===== src/rtl/refclk_pkg.sv =====
package refclk_pkg;
  typedef struct packed {
    logic wrDirect;
    logic wrSet;
    logic wrClr;
  } ctrlStrobe_t;
endpackage


===== src/rtl/refclk_ctrl.sv =====
module refclk_ctrl
  import refclk_pkg::*;
#(
  parameter int ADDR_W     = 2,
  parameter int ADDR_DIRECT = 0,
  parameter int ADDR_SET    = 1,
  parameter int ADDR_CLR    = 2
) (
  input  logic              clk,
  input  logic              rstN,
  input  logic              wrEn,
  input  logic [ADDR_W-1:0] addr,
  output ctrlStrobe_t       strobe
);
  always_comb begin
    strobe.wrDirect = wrEn && (addr == ADDR_W'(ADDR_DIRECT));
    strobe.wrSet    = wrEn && (addr == ADDR_W'(ADDR_SET));
    strobe.wrClr    = wrEn && (addr == ADDR_W'(ADDR_CLR));
  end

  // at most one kind of update per cycle
  p_one_strobe_r2: assert property (@(posedge clk) disable iff (!rstN)
    $onehot0({strobe.wrDirect, strobe.wrSet, strobe.wrClr}));
endmodule


===== src/rtl/refclk_chan.sv =====
module refclk_chan #(
  parameter int FRAC_W   = 6,
  parameter int NUMER    = 18,
  parameter int FRAC_MAX = 35,
  localparam int ACC_W   = FRAC_W + 1
) (
  input  logic              clk,
  input  logic              rstN,
  input  logic              gate,
  input  logic [FRAC_W-1:0] fracIn,
  output logic              pulse
);
  logic [ACC_W-1:0] fracEff;
  logic [ACC_W-1:0] acc;
  logic [ACC_W-1:0] sum;
  logic             hit;

  always_comb begin
    if (fracIn < FRAC_W'(NUMER))          fracEff = ACC_W'(NUMER);
    else if (fracIn > FRAC_W'(FRAC_MAX))  fracEff = ACC_W'(FRAC_MAX);
    else                                  fracEff = {1'b0, fracIn};
    sum = acc + ACC_W'(NUMER);
    hit = (sum >= fracEff);
  end

  always_ff @(posedge clk) begin
    if (!rstN || gate) begin
      acc   <= '0;
      pulse <= 1'b0;
    end else begin
      acc   <= hit ? (sum - fracEff) : sum;
      pulse <= hit;
    end
  end

  // gated channel emits nothing next cycle
  p_gate_quiet_r6: assert property (@(posedge clk) disable iff (!rstN)
    gate |=> !pulse);
  // residue stays below the effective divisor
  p_acc_bound_r7: assert property (@(posedge clk) disable iff (!rstN)
    acc < fracEff);
  // divisor 18 means full rate
  p_full_rate_r8: assert property (@(posedge clk) disable iff (!rstN)
    (!gate && fracEff == ACC_W'(NUMER)) |=> pulse);
  // clamped rate is above one half, so no two idle cycles in a row
  p_no_gap_r9: assert property (@(posedge clk) disable iff (!rstN)
    (!gate && $past(!gate) && !pulse) |=> pulse);
endmodule


===== src/rtl/refclk_datapath.sv =====
module refclk_datapath
  import refclk_pkg::*;
#(
  parameter int NUM_CHAN = 4,
  parameter int BYTE_W   = 8,
  parameter int FRAC_W   = 6,
  parameter int NUMER    = 18,
  parameter int FRAC_MAX = 35,
  localparam int WORD_W  = NUM_CHAN * BYTE_W
) (
  input  logic              clk,
  input  logic              rstN,
  input  ctrlStrobe_t       strobe,
  input  logic [WORD_W-1:0] wrData,
  output logic [WORD_W-1:0] word,
  output logic [NUM_CHAN-1:0] chanPulse
);
  localparam int RSV_W = BYTE_W - FRAC_W - 1;
  localparam logic [BYTE_W-1:0] BYTE_RST = {1'b1, {RSV_W{1'b0}}, FRAC_W'(NUMER)};
  localparam logic [WORD_W-1:0] WORD_RST = {NUM_CHAN{BYTE_RST}};

  always_ff @(posedge clk) begin
    if (!rstN)                word <= WORD_RST;
    else if (strobe.wrDirect) word <= wrData;
    else if (strobe.wrSet)    word <= word | wrData;
    else if (strobe.wrClr)    word <= word & ~wrData;
  end

  for (genvar n = 0; n < NUM_CHAN; n++) begin : g_chan
    refclk_chan #(
      .FRAC_W  (FRAC_W),
      .NUMER   (NUMER),
      .FRAC_MAX(FRAC_MAX)
    ) chan_i (
      .clk   (clk),
      .rstN  (rstN),
      .gate  (word[n*BYTE_W + BYTE_W - 1]),
      .fracIn(word[n*BYTE_W +: FRAC_W]),
      .pulse (chanPulse[n])
    );
  end

  // set alias leaves all written ones present
  p_set_bits_r3: assert property (@(posedge clk) disable iff (!rstN)
    strobe.wrSet |=> ((word & $past(wrData)) == $past(wrData)));
  // clear alias leaves all written ones absent
  p_clr_bits_r4: assert property (@(posedge clk) disable iff (!rstN)
    strobe.wrClr |=> ((word & $past(wrData)) == '0));
  // no strobe, no change
  p_hold_r5: assert property (@(posedge clk) disable iff (!rstN)
    !(strobe.wrDirect || strobe.wrSet || strobe.wrClr) |=> $stable(word));
endmodule


===== src/rtl/refclk_bank.sv =====
module refclk_bank
  import refclk_pkg::*;
#(
  parameter int NUM_CHAN = 4,
  parameter int BYTE_W   = 8,
  parameter int FRAC_W   = 6,
  parameter int NUMER    = 18,
  parameter int FRAC_MAX = 35,
  parameter int ADDR_W   = 2,
  localparam int WORD_W  = NUM_CHAN * BYTE_W
) (
  input  logic                clk,
  input  logic                rstN,
  input  logic                busWrEn,
  input  logic [ADDR_W-1:0]   busAddr,
  input  logic [WORD_W-1:0]   busWrData,
  output logic [WORD_W-1:0]   busRdData,
  output logic [NUM_CHAN-1:0] refEn
);
  ctrlStrobe_t strobe;

  refclk_ctrl #(.ADDR_W(ADDR_W)) ctrl_i (
    .clk   (clk),
    .rstN  (rstN),
    .wrEn  (busWrEn),
    .addr  (busAddr),
    .strobe(strobe)
  );

  refclk_datapath #(
    .NUM_CHAN(NUM_CHAN),
    .BYTE_W  (BYTE_W),
    .FRAC_W  (FRAC_W),
    .NUMER   (NUMER),
    .FRAC_MAX(FRAC_MAX)
  ) dp_i (
    .clk      (clk),
    .rstN     (rstN),
    .strobe   (strobe),
    .wrData   (busWrData),
    .word     (busRdData),
    .chanPulse(refEn)
  );
endmodule


===== config.mk =====
export PLATFORM = sky130hd
export DESIGN_NAME = refclk_bank
export DESIGN_NICKNAME = d
export VERILOG_FILES = /design/src/rtl/refclk_pkg.sv /design/src/rtl/refclk_ctrl.sv /design/src/rtl/refclk_chan.sv /design/src/rtl/refclk_datapath.sv /design/src/rtl/refclk_bank.sv
export SDC_FILE = /design/constraint.sdc
export NUM_CORES = 1
export LEC_CHECK = 0
export ABC_AREA = 0
export CORE_MARGIN = 2
export CORE_UTILIZATION = 58
export DETAILED_ROUTE_END_ITERATION = 16
export PLACE_DENSITY = 0.91
export SYNTH_ARGS = -nofsm -noshare
export SYNTH_HDL_FRONTEND = slang
export SYNTH_SLANG_ARGS = --single-unit

===== constraint.sdc =====
create_clock -name clk -period 4.4 [get_ports clk]
set_clock_uncertainty 0.1 [all_clocks]
set_input_delay 0.66 -clock clk [delete_from_list [all_inputs] [get_ports clk]]
set_output_delay 0.66 -clock clk [all_outputs]
set_load 0.01 [all_outputs]

==> results of run 1 <==
## Yosys cell counts, drive strengths merged, types with 7 or more instances
cell type   n  area, um^2
ha         36       450.4
nand3      16       80.08
nand2b      9       56.30
nor3       17       130.1
mux2i      23       230.2
nor2       18       67.56
o21a        8       60.06
inv        20       75.07
o31a        8       70.07
a21boi     20       150.1
or3         7       43.79
o21ai      52       260.3
nand2      76       285.3
xor2       16       140.1
clkbuf     18       67.56
nor2b      48       330.3
a21oi      20       100.1
buf        12       75.07
dfxtp      64        1281
## cells by family (layout without fill, tap and decap cells)
family | count (synthesis) | in the layout | share of synthesized area (%)
fa+ha+maj | 40 | 40 | 12.04
simple gates | 203 | 203 | 24.37
flops | 64 | 64 | 29.08
compound gates | 141 | 141 | 20.36
buf+inv | 50 | 110 | 4.942
mux | 23 | 23 | 5.226
xor+xnor | 20 | 20 | 3.976
## worst reg2reg max path, stage by stage, from the launching register on
cell and delay, ns:
dfxtp_1 0.37, or3_1 0.42, mux2i_1 0.13, nor2b_1 0.30
ha_1 0.28, nor2b_4 0.13, o31a_1 0.28, o31a_1 0.30
nor3_4 0.42, mux2i_1 0.23
## worst paths after layout
check / slack, ns / to / depth (start not counted) / from
max: 1.39 / dp_i.g_chan[3].chan_i.acc[0] / 9 / flip-flop
min: 0.37 / dp_i.g_chan[3].chan_i.acc[0] / 2 / dp_i.g_chan[3].chan_i.acc[0]
max reg2reg: 1.39 / dp_i.g_chan[3].chan_i.acc[0] / 9 / flip-flop
min reg2reg: 0.37 / dp_i.g_chan[3].chan_i.acc[0] / 2 / dp_i.g_chan[3].chan_i.acc[0]
## metal layers
metal  up-vias  GRT usage [%]
li1       1991              -
met1      1937          35.45
met3        31          5.477
met5         -              0
met4         0          10.73
met2       148          45.62
## where the power goes
part / internal [uW] / switching, uW / total, uW
combinational: 263 / 290 / 554
clock: 291 / 232 / 523
sequential: 607 / 29.8 / 637
total: 1160 / 552 / 1710
## through the flow
stage | util (%) | instance area (um^2) | setup WS, ns
2_1_floorplan | - | 4405 | 1.641
3_3_place_gp | 70.28 | 5125 | 1.545
3_5_place_dp | 70.28 | 5125 | 1.434
4_1_cts | 73.01 | 5324 | 1.410
5_1_grt | 73.01 | 5324 | 1.230
6_report | 73.01 | 5324 | 1.386
## area by class of cell
| class | instances | area, um^2 |
|---|---|---|
| repair buffers | 74 | 735.7 |
| fillers | 546 | 1968 |
| clock buffers | 13 | 158.9 |
| clock inverters | 3 | 40.04 |
| well taps | 99 | 123.9 |
| flip-flops and latches | 64 | 1281 |
| multi-input cells | 427 | 2909 |
| inverters | 20 | 75.07 |
==> results.toml, run 1 <==
[run_status]
outcome = "finished clean"

[drt]
routed_via_density = 5.867
num_vias = 4107
dr_wl_met3_um = 682
dr.max_layer_used = "met4"
wl_per_cell_um = 16.10
drc = 0
wl_met2_mm = 5.473
postRouteAntennaNets = 0
met1Wirelength_mm = 4.812
drtIter0Drc = 268
firstDrtPassIters = 5
drt_wl_total_mm = 11.27

[pwr]
power_uw = 1714
p_leak_uw = 0.002011
p_per_area_nw_per_um2 = 322.0
vdd_ir_drop_max_mv = 0.1749

[synth]
synth.distinct_cells = 37
ys_ff_latch = 64
synth_nets = 618
synth_enable_flop_cells = 0
synth_area_per_cell_um2 = 8.143
syn_inst = 541
yosys_warnings = 0
synth.yosys.seq_area_share_pct = 29.08
synth_area_um2 = 4405
async_flop_share_pct = 0
yosys_most_used_dff = "dfxtp_1"

[flow_run]
maxCapViolCount = 0

[timing]
slew_viol_final = 0
slew_headroom_pct = 31.00
clock.fmax_mhz = 331.8
hold_viol_final = 0
fin_tns_setup_ns = 0
min_period_ns = 3.014
rsz0062_at_grt = "no"
setup_violations = 0
tightestPinTransition_ns = 1.035
timing.hold.ws_ns = 0.3663
period_share_pct = 68.51

[placed_design]
gp_congestion = 0.9445
port_buffers = 72
placedCellCount = 684
dp_hpwl_mm = 8.478

[clock_network]
cts_tree = "built"
cts-resized-gates = 0
h-tree-depth = 3
cts_root_buf = "clkbuf_8"
postCtsHoldBufs = 0
cts.sinks = 64
cts_buffers = 9
clk_latency_ns = 0.35
post_cts_buffers = 0
ctsLongestPathBuffers = 2
path_clk_slew_ns = 0.07

[final_layout]
drive_gt1_share_pct = 5.158
fin_nets = 673
instances_no_fill = 700
final_common_cell = "nand2_1"
areaGrowthSynthToFinish_pct = 20.85
mostFrequentLayoutCells = "nand2_1 (76), clkdlybuf4s50_1 (72), dfxtp_1 (64), o21ai_0 (52), nor2b_1 (43)"
antenna_cells = 0

[die]
io_pins = 73
die_area_um2 = 8309
start_util_pct = 60.42
fp.dieH_um = 91.16
fp.dieW_um = 91.16
core_um2 = 7292
row_count = 31

[global_routing]
grt_antenna_before_repair = 0
gr-usage-all-layers_pct = 27.59
grt_pass1_wl_mm = 18.63
grt_max_degree = 34
grt_pass1_vias = 3967
gr-total-overflow = 0

[critical_path]
worst-path-buf-inv = 0
path_cells = "or3_1 -> mux2i_1 -> nor2b_1 -> ha_1 -> nor2b_4 -> o31a_1 -> o31a_1 -> nor3_4 -> mux2i_1"
cp-start-kind = "flip-flop"
cpPeakStageDelay_ns = 0.42
crit_slowest_cell = "or3_1"
worst_ep_required_time_ns = 4.58
worst-endpoint-arrival_ns = 3.19
critical-path-top-delay-family = "simple AND/OR/NAND/NOR gates"
path_class = "reg2reg"
cp_max_fo = 7
critPathCaptureType = "flip-flop"

[min_path]
hold_class = "reg2reg"
No activity file was read; power rests on OpenSTA's default activity.
==> run 2: changes to the inputs <==
Settings changed: CORE_UTILIZATION 58 to 49, PLACE_DENSITY 0.91 to 0.82.
Clock period 4.4 ns to 2.5 ns, I/O delays scaled along.
==> run 2 against run 1 <==
The flow now finishes with violations (setup timing). Utilization down 3.9 points. Power increased by 92%. Wire length up 11%. Cell area grew 13%. Non-clock buffer count rose by 61. Die area up 18%. Sequential cell count did not move. Largest cell class unchanged. Largest power group is now combinational logic.
==> results.toml, run 2 (same netlist as run 1, synthesis figures left out) <==
[final_layout]
fin_nets = 734
areaGrowthSynthToFinish_pct = 36.89
stdcell_area_um2 = 6031
mostFrequentLayoutCells = "nand2_1 (76), clkdlybuf4s50_1 (72), buf_4 (56), dfxtp_1 (53), o21ai_0 (49)"
drive_gt1_share_pct = 20.24
final_common_cell = "nand2_1"
finish.utilization_pct = 69.15
multi_input_area_um2 = 3074
n_fill_cell = 657
antenna_cells = 0
ff_latch_area_um2 = 1303

[critical_path]
rrSetupSlack_ns = -0.12
critPathCaptureType = "flip-flop"
path_class = "reg2reg"
cp-start-kind = "flip-flop"
worst_ep_required_time_ns = 2.63
worst-endpoint-arrival_ns = 2.75
cp_max_fo = 6

[drt]
wl_per_cell_um = 16.30
postRouteAntennaNets = 0
drc = 0
firstDrtPassIters = 4
drtIter0Drc = 181
num_vias = 4326
routed_via_density = 5.618
drt_wl_total_mm = 12.55

[global_routing]
gr-usage-all-layers_pct = 25.62
grt_pass1_vias = 4349
gr-total-overflow = 0
grt_pass1_wl_mm = 20.20
grt_antenna_before_repair = 0
grt_max_degree = 33

[die]
fp.dieH_um = 98.82
io_pins = 73
core_um2 = 8721
die_area_um2 = 9765
row_count = 34
start_util_pct = 50.52
fp.dieW_um = 98.82

[pwr]
power_uw = 3294
p_per_area_nw_per_um2 = 546.2
p_leak_uw = 0.002348
vdd_ir_drop_max_mv = 0.3633

[clock_network]
clk_latency_ns = 0.35
cts_tree = "built"
path_clk_slew_ns = 0.07
cts_root_buf = "clkbuf_8"
cts.sinks = 64
h-tree-depth = 3
ctsLongestPathBuffers = 2
cts_buffers = 9

[timing]
slew_headroom_pct = 68.97
setup_violations = 21
rsz0062_at_grt = "yes"
fin_tns_setup_ns = -1.292
hold_viol_final = 0
tightestPinTransition_ns = 0.4640
min_period_ns = 2.616
slew_viol_final = 0
worst_slack_ns = -0.1161
clock.fmax_mhz = 382.3
period_share_pct = 104.6

[placed_design]
dp_hpwl_mm = 8.961
port_buffers = 72
dpl_worst_slack_ns = -0.1542
gp_congestion = 0.9280
place_area_um2 = 5597

[min_path]
hold_class = "reg2reg"

[flow_run]
maxCapViolCount = 0

[run_status]
violations = "setup timing"
outcome = "finished, violations left"
-- run 2: final timing paths --
| check | startpoint | end | cells past startpoint |
|---|---|---|---|
| hold reg to reg | dp_i.g_chan[0].chan_i.acc[0] | dp_i.g_chan[0].chan_i.acc[0] | 2 |
| setup reg to reg | flip-flop | dp_i.g_chan[3].chan_i.acc[6] | 11 |
| setup / recovery | flip-flop | dp_i.g_chan[3].chan_i.acc[6] | 11 |
| hold / removal | dp_i.g_chan[0].chan_i.acc[0] | dp_i.g_chan[0].chan_i.acc[0] | 2 |
-- run 2: area by class of cell --
cell class              count  share of cell area, %
clock buffers              11                  2.344
repair buffers            135                  20.66
flip-flops and latches     64                  21.60
clock inverters             5                 0.9336
well taps                 108                  2.241
multi-input cells         427                  50.98
inverters                  20                  1.245
-- run 2: where the power goes --
group	leakage, uW	switching, uW	internal [uW]	total [uW]
sequential	0.000526	37.7	1070	1110
combinational	0.00172	609	670	1280
clock	0.0000993	423	486	910
-- run 2: worst max-delay path, stage by stage, from the launching register on --
cell and delay, ns:
dfxtp_2 0.32, or3_4 0.38, mux2i_1 0.15, nor2b_4 0.17
ha_1 0.23, nor2b_4 0.13, o31a_1 0.26, o31a_1 0.29
nor3_4 0.16, buf_12 0.14, buf_4 0.11, nor3_2 0.04
-- run 2: metal layers --
layer  routed length (um)  part of all wire (%)  track usage (%)  up-vias
met5                    0                     0                0        -
met4                  264                   2.1            10.22        0
met3                  745                   5.9            5.248       21
met2                 6428                    51            45.89      141
met1                 5113                    41            29.74     2058
li1                     -                     -                -     2106
-- run 2: timing repair --
item,in CTS,in global routing
hold buffers,0,0
hold endpoints to repair,0,0
buffers inserted,5,5
resized for setup,19,24
pin swaps,10,16
setup endpoints to repair,26,31
-- run 2: metrics by stage --
step	hold slack [ns]	std cells
after floorplan	0.3380	541
after global placement	0.3483	745
after detailed placement	0.3671	745
after CTS	0.3771	766
after global routing	0.3914	770
final	0.3698	770
